**src/rtl/sc_pkg.sv**
```systemverilog
package sc_pkg;
    localparam int XLEN    = 32;
    localparam int NREGS   = 32;
    localparam int OPW     = 6;
    localparam int IMMW    = 16;
    localparam int TGTW    = 26;

    localparam logic [OPW-1:0] OP_RTYPE = 6'h00;
    localparam logic [OPW-1:0] OP_ORI   = 6'h0D;
    localparam logic [OPW-1:0] OP_LW    = 6'h23;
    localparam logic [OPW-1:0] OP_SW    = 6'h2B;
    localparam logic [OPW-1:0] OP_BEQ   = 6'h04;
    localparam logic [OPW-1:0] OP_J     = 6'h02;

    localparam logic [5:0] FN_ADD = 6'h20;
    localparam logic [5:0] FN_SUB = 6'h22;

    typedef enum logic [1:0] {
        ALU_ADD = 2'd0,
        ALU_SUB = 2'd1,
        ALU_OR  = 2'd2
    } alu_op_e;

    typedef struct packed {
        logic    dst_is_rd;
        logic    b_is_imm;
        logic    ext_signed;
        alu_op_e alu_op;
        logic    rf_we;
        logic    mem_we;
        logic    wb_from_mem;
        logic    is_branch;
        logic    is_jump;
    } ctrl_t;
endpackage

```
**src/rtl/sc_decode.sv**
```systemverilog
module sc_decode
    import sc_pkg::*;
(
    input  logic [OPW-1:0] opcode,
    input  logic [5:0]     funct,
    output ctrl_t          ctrl
);
    always_comb begin
        ctrl = '0;
        ctrl.alu_op = ALU_ADD;
        case (opcode)
            OP_RTYPE: begin
                if (funct == FN_ADD || funct == FN_SUB) begin
                    ctrl.dst_is_rd = 1'b1;
                    ctrl.rf_we     = 1'b1;
                    ctrl.alu_op    = (funct == FN_SUB) ? ALU_SUB : ALU_ADD;
                end
            end
            OP_ORI: begin
                ctrl.b_is_imm = 1'b1;
                ctrl.alu_op   = ALU_OR;
                ctrl.rf_we    = 1'b1;
            end
            OP_LW: begin
                ctrl.b_is_imm    = 1'b1;
                ctrl.ext_signed  = 1'b1;
                ctrl.rf_we       = 1'b1;
                ctrl.wb_from_mem = 1'b1;
            end
            OP_SW: begin
                ctrl.b_is_imm   = 1'b1;
                ctrl.ext_signed = 1'b1;
                ctrl.mem_we     = 1'b1;
            end
            OP_BEQ: begin
                ctrl.ext_signed = 1'b1;
                ctrl.alu_op     = ALU_SUB;
                ctrl.is_branch  = 1'b1;
            end
            OP_J: begin
                ctrl.is_jump = 1'b1;
            end
            default: ctrl.alu_op = ALU_ADD;
        endcase
    end
endmodule

```
**src/rtl/sc_regfile.sv**
```systemverilog
module sc_regfile #(
    parameter int DW    = 32,
    parameter int DEPTH = 32,
    localparam int AW   = $clog2(DEPTH)
) (
    input  logic          clk,
    input  logic [AW-1:0] ra_a,
    input  logic [AW-1:0] ra_b,
    output logic [DW-1:0] rd_a,
    output logic [DW-1:0] rd_b,
    input  logic          we,
    input  logic [AW-1:0] wa,
    input  logic [DW-1:0] wd
);
    logic [DW-1:0] regs_q [DEPTH];
    logic [DW-1:0] regs_d [DEPTH];

    always_comb begin
        for (int i = 0; i < DEPTH; i++) regs_d[i] = regs_q[i];
        if (we && wa != '0) regs_d[wa] = wd;
    end

    always_ff @(posedge clk) begin
        for (int i = 0; i < DEPTH; i++) regs_q[i] <= regs_d[i];
    end

    assign rd_a = (ra_a == '0) ? '0 : regs_q[ra_a];
    assign rd_b = (ra_b == '0) ? '0 : regs_q[ra_b];
endmodule

```
**src/rtl/sc_alu.sv**
```systemverilog
module sc_alu
    import sc_pkg::*;
#(
    parameter int W = 32
) (
    input  alu_op_e      op,
    input  logic [W-1:0] a,
    input  logic [W-1:0] b,
    output logic [W-1:0] y,
    output logic         zero
);
    always_comb begin
        case (op)
            ALU_SUB: y = a - b;
            ALU_OR:  y = a | b;
            default: y = a + b;
        endcase
    end
    assign zero = (y == '0);
endmodule

```
**src/rtl/sc_core.sv**
```systemverilog
module sc_core
    import sc_pkg::*;
(
    input  logic            clk,
    input  logic            rst,
    output logic [XLEN-1:0] imem_addr,
    input  logic [XLEN-1:0] imem_rdata,
    output logic [XLEN-1:0] dmem_addr,
    output logic [XLEN-1:0] dmem_wdata,
    output logic            dmem_we,
    input  logic [XLEN-1:0] dmem_rdata
);
    localparam int RAW = $clog2(NREGS);

    typedef struct packed {
        logic [XLEN-1:0] pc;
    } core_st_t;

    core_st_t st_d, st_q;

    logic [OPW-1:0]  opcode;
    logic [RAW-1:0]  rs, rt, rd;
    logic [5:0]      funct;
    logic [IMMW-1:0] imm;
    logic [TGTW-1:0] tgt;
    ctrl_t           ctrl;
    logic [XLEN-1:0] bus_a, bus_b, ext_imm, alu_b, alu_y, wb_data;
    logic [XLEN-1:0] pc_seq, pc_br;
    logic            alu_zero;
    logic [RAW-1:0]  wr_addr;

    assign opcode = imem_rdata[31:26];
    assign rs     = imem_rdata[25:21];
    assign rt     = imem_rdata[20:16];
    assign rd     = imem_rdata[15:11];
    assign funct  = imem_rdata[5:0];
    assign imm    = imem_rdata[15:0];
    assign tgt    = imem_rdata[25:0];

    sc_decode u_dec (
        .opcode (opcode),
        .funct  (funct),
        .ctrl   (ctrl)
    );

    assign ext_imm = ctrl.ext_signed ? {{(XLEN-IMMW){imm[IMMW-1]}}, imm}
                                     : {{(XLEN-IMMW){1'b0}}, imm};
    assign wr_addr = ctrl.dst_is_rd ? rd : rt;
    assign wb_data = ctrl.wb_from_mem ? dmem_rdata : alu_y;
    assign alu_b   = ctrl.b_is_imm ? ext_imm : bus_b;

    sc_regfile #(.DW(XLEN), .DEPTH(NREGS)) u_rf (
        .clk  (clk),
        .ra_a (rs),
        .ra_b (rt),
        .rd_a (bus_a),
        .rd_b (bus_b),
        .we   (ctrl.rf_we),
        .wa   (wr_addr),
        .wd   (wb_data)
    );

    sc_alu #(.W(XLEN)) u_alu (
        .op   (ctrl.alu_op),
        .a    (bus_a),
        .b    (alu_b),
        .y    (alu_y),
        .zero (alu_zero)
    );

    assign pc_seq = st_q.pc + XLEN'(4);
    assign pc_br  = pc_seq + {ext_imm[XLEN-3:0], 2'b00};

    always_comb begin
        st_d = st_q;
        if (rst)
            st_d.pc = '0;
        else if (ctrl.is_jump)
            st_d.pc = {st_q.pc[31:28], tgt, 2'b00};
        else if (ctrl.is_branch && alu_zero)
            st_d.pc = pc_br;
        else
            st_d.pc = pc_seq;
    end

    always_ff @(posedge clk) begin
        st_q <= st_d;
    end

    assign imem_addr  = st_q.pc;
    assign dmem_addr  = alu_y;
    assign dmem_wdata = bus_b;
    assign dmem_we    = ctrl.mem_we;
endmodule

```
**config.mk**
```make
export PLATFORM = sky130hd
export DESIGN_NAME = sc_core
export DESIGN_NICKNAME = d
export VERILOG_FILES = /design/src/rtl/sc_pkg.sv /design/src/rtl/sc_decode.sv /design/src/rtl/sc_regfile.sv /design/src/rtl/sc_alu.sv /design/src/rtl/sc_core.sv
export SDC_FILE = /design/constraint.sdc
export NUM_CORES = 2
export LEC_CHECK = 0
export ABC_AREA = 0
export BUFFER_PORTS_ARGS = -buffer_cell sky130_fd_sc_hd__buf_2
export CAP_MARGIN = 20
export CORE_MARGIN = 8
export CORE_UTILIZATION = 44
export DETAILED_ROUTE_END_ITERATION = 6
export GPL_TIMING_DRIVEN = 1
export HOLD_SLACK_MARGIN = 0.1
export PLACE_DENSITY_LB_ADDON = 0.2
export SLEW_MARGIN = 20
export SYNTH_ARGS = -nofsm -noshare
export SYNTH_HDL_FRONTEND = slang
export SYNTH_SLANG_ARGS = --single-unit
```
**constraint.sdc**
```tcl
create_clock -name clk -period 17.2 [get_ports clk]
set_input_delay 3.44 -clock clk [delete_from_list [all_inputs] [get_ports clk]]
set_output_delay 3.44 -clock clk [all_outputs]
set_load 0.1 [all_outputs]
```
==> results.py <==
metrics = {
    "drt": {
        "drt_pass1_iterations": 7,
        "vias": 36310,
        "highest-signal-layer": "met5",
        "wl_met1_mm": 75.88,
        "ant_nets": 0,
        "avgViaCountPerCell": 6.777,
        "drc_errors": 0,
        "wire_per_inst_um": 36.29,
        "drt-initial-drc-count": 5240,
        "routed_wl_mm": 194.4,
        "routed-wl-met3_mm": 24.01,
        "routed-wl-met2_mm": 86.52,
    },
    "placed_design": {
        "port_buffers": 160,
        "dpl.cell_count": 5147,
        "post_dp_cell_area_um2": 57400,
        "gp_congestion": 0.9368,
        "detailed_place_hpwl_mm": 117.9,
    },
    "hold_path": {
        "hold_depth": 2,
        "min_from": "imem_addr[29]",
        "hold_path.class": "register to register",
        "min_to": "imem_addr[29]",
    },
    "timing": {
        "rsz0062_at_grt": "false",
        "tightest_slew_ps": 1191,
        "drv_slew": 0,
        "finalCritPeriodShare_pct": 86.15,
        "min_period_ps": 14820,
        "setup_viol": 0,
        "setup_tns_ps": 0,
        "clock.fmax_ghz": 0.06749,
        "slew-limit-headroom_pct": 20.40,
        "hold_violations": 0,
        "skew_ps": 36.61,
        "fin_hold_ws_ps": 550.5,
    },
    "run_status": {
        "outcome": "completed",
    },
    "global_route": {
        "grt_max_degree": 79,
        "grt_pass1_vias": 34680,
        "grt_use_total_pct": 27.73,
        "antenna_found_initial": 8,
        "grt_overflow_total": 0,
        "grt_pass1_wl_mm": 267.8,
    },
    "synthesis": {
        "ys_seq_area_share_pct": 57.59,
        "synthArstFlopShare_pct": 0,
        "synth_commonest_cells": "edfxtp_1 (1021), mux4_2 (469), nor2_1 (235)",
        "synth_area_um2": 54280,
        "synth.distinct_cells": 90,
        "synth_top_area_share_pct": 56.49,
        "ys_ff_latch": 1051,
        "yosys.cell_count.top_type": "edfxtp_1",
        "ys.flop_type": "edfxtp_1",
        "yosys.area.top_type": "edfxtp_1",
        "syn_avg_cell_area_um2": 15.82,
        "synth_area_leaders": "edfxtp_1 (56%), mux4_2 (19%), mux2i_1 (4.0%)",
        "synth_edf_count": 1021,
        "synthCells": 3431,
        "ys_warn_count": 0,
    },
    "clock_network": {
        "cts_buffers": 111,
        "cts_sinks": 1051,
        "clk_pin_slew_ps": 60,
        "cts_root_buf": "clkbuf_16",
        "clockBufferDepth": 3,
        "cts-htree-levels": 3,
        "clock_latency_ps": 720,
        "cts_tree": "done",
        "hold_buffers": 0,
        "cts_setup_buffers": 0,
        "cts_resized": 0,
    },
    "critical_path": {
        "critPathRequiredTime_ps": 13760,
        "regToRegEndpoint": "imem_addr[22]",
        "end_kind": "output pin",
        "cpMaxStageDelayCell": "buf_2",
        "rr_startpoint": "u_rf.regs_q[15][1]",
        "slowest_delay_ps": 760,
        "path_class": "input pin to output pin",
        "critPathArrivalTime_ps": 11380,
        "cp_common_cell": "a21oi_1",
        "crit_fanout": 28,
        "ff2ff_setup_slack_ps": 8660,
        "rr_worst_depth": 24,
        "start_kind": "input pin",
    },
    "floorplan": {
        "die-height_um": 367.2,
        "io_pins": 163,
        "core.rowCount": 129,
        "die_area_um2": 134900,
        "core_um2": 123000,
        "dieWidth_um": 367.2,
        "initial_core_util_pct": 44.13,
    },
    "cells_and_area": {
        "fin_util_pct": 49.66,
        "seq_area_um2": 31260,
        "drive_gt1_share_pct": 27.23,
        "area.growth.synth_to_final_pct": 12.54,
        "multiInputGateArea_um2": 22160,
        "fill_cells": 10370,
        "design_area_um2": 61080,
        "final_net_count": 3755,
        "fin_cells": 5358,
    },
    "power_and_ir_drop": {
        "combPwrFrac_pct": 23.8,
        "vdd_drop_max_uv": 148.2,
        "pwr-share-clk_pct": 32.5,
        "leakage_uw": 0.02053,
        "power_density_nw_per_um2": 122.0,
        "power.switching_uw": 2417,
        "power_frac_seq_pct": 43.6,
        "p_int_uw": 5032,
        "power.share.switching_pct": 32.45,
    },
    "run": {
        "cap_violations": 0,
    },
}
[layout make-up]
| class | instances | area share, % |
|---|---|---|
| inverters | 31 | 0.1946 |
| clock inverters | 74 | 1.188 |
| diodes | 4 | 0.01639 |
| flip-flops and latches | 1051 | 51.18 |
| clock buffers | 132 | 4.746 |
| repair buffers | 285 | 3.052 |
| multi-input cells | 2144 | 36.27 |
| well taps | 1637 | 3.353 |
[layout by cell type (no fill, tap or decap), types with 9 or more instances in the layout]
cell / synthesis / layout
o21ai_0: 61 / 61
nor2_4: 0 / 36
and2_1: 22 / 22
dfxtp_1: 30 / 30
mux2i_1: 218 / 218
a31oi_1: 34 / 32
edfxtp_1: 1021 / 1021
o31ai_1: 15 / 14
clkbuf_16: 0 / 113
or3_1: 10 / 9
mux2_2: 9 / 9
buf_4: 36 / 120
xnor2_1: 61 / 61
buf_2: 37 / 155
nor3_1: 31 / 28
bufinv_16: 0 / 13
a211oi_1: 33 / 33
xor2_1: 37 / 37
mux4_2: 469 / 469
a22o_1: 18 / 18
clkbuf_1: 106 / 19
a221oi_1: 17 / 17
nand4_1: 22 / 22
nand2b_1: 13 / 13
o22ai_1: 17 / 17
nor2b_1: 22 / 18
nand2_1: 200 / 199
conb_1: 1 / 31
a22oi_1: 105 / 105
and3_1: 21 / 21
nor2_1: 235 / 192
clkinv_1: 4 / 32
a21oi_1: 130 / 126
a21o_1: 30 / 30
o21a_1: 21 / 21
nand3_1: 59 / 59
clkinv_2: 0 / 24
ha_1: 63 / 63
inv_1: 26 / 26
[per-layer routing]
metal,up-vias,track usage [%]
li1,14480,-
met1,18910,38.61
met2,2503,42.01
met3,414,7.310
met4,4,10.20
met5,-,0
[registers in the layout, indices dropped and copies added, names as in the netlist]
name         count
imem_addr       30
u_rf.regs_q   1021
[worst max-delay path, delay by kind of cell]
family                   cells  cell delay [ps]
AND/OR/NAND/NOR             12             3180
AO/OA/AOI/OAI                9             1790
buffers and inverters        3             1550
multiplexers                 1              510
adder cells (fa/ha/maj)      1              420
XOR/XNOR                     1              390
[through the flow]
step | total power (uW) | setup WS, ps
5_1_grt | 7635 | 1957
4_1_cts | 7435 | 2640
2_1_floorplan | 4448 | 1585
3_3_place_gp | 5027 | 2694
3_5_place_dp | 5041 | 2684
6_report | 7449 | 2383
[worst max-delay path by stage]
stage                              start             to  slack, ps  depth (start not counted)
after CTS                 imem_rdata[18]  dmem_addr[31]       2640                         27
after global routing      imem_rdata[18]  dmem_addr[31]       1960                         27
after global placement    imem_rdata[18]  dmem_addr[31]       2690                         27
final                     imem_rdata[18]  dmem_addr[31]       2380                         27
after detailed placement  imem_rdata[18]  dmem_addr[31]       2680                         27
after floorplan           imem_rdata[16]  dmem_addr[30]       1580                         18
[power groups by stage]
stage / clock network, uW / registers, uW / logic, uW
2_1_floorplan: 0 / 3310 / 1140
6_report: 2420 / 3250 / 1770
5_1_grt: 2540 / 3250 / 1840
4_1_cts: 2450 / 3250 / 1740
3_5_place_dp: 0 / 3310 / 1740
3_3_place_gp: 0 / 3300 / 1720
[logic make-up after synthesis]
logic type | synth area share (%)
DFF | 57.59
other | 0.006909
xor gates and xnor gates | 1.581
AOI/OAI and AO/OA | 6.946
muxes | 23.70
adders and majority gates | 1.526
and+or+nand+nor | 6.102
buffers and inverters | 2.547
No activity file was read; power rests on OpenSTA's default activity.
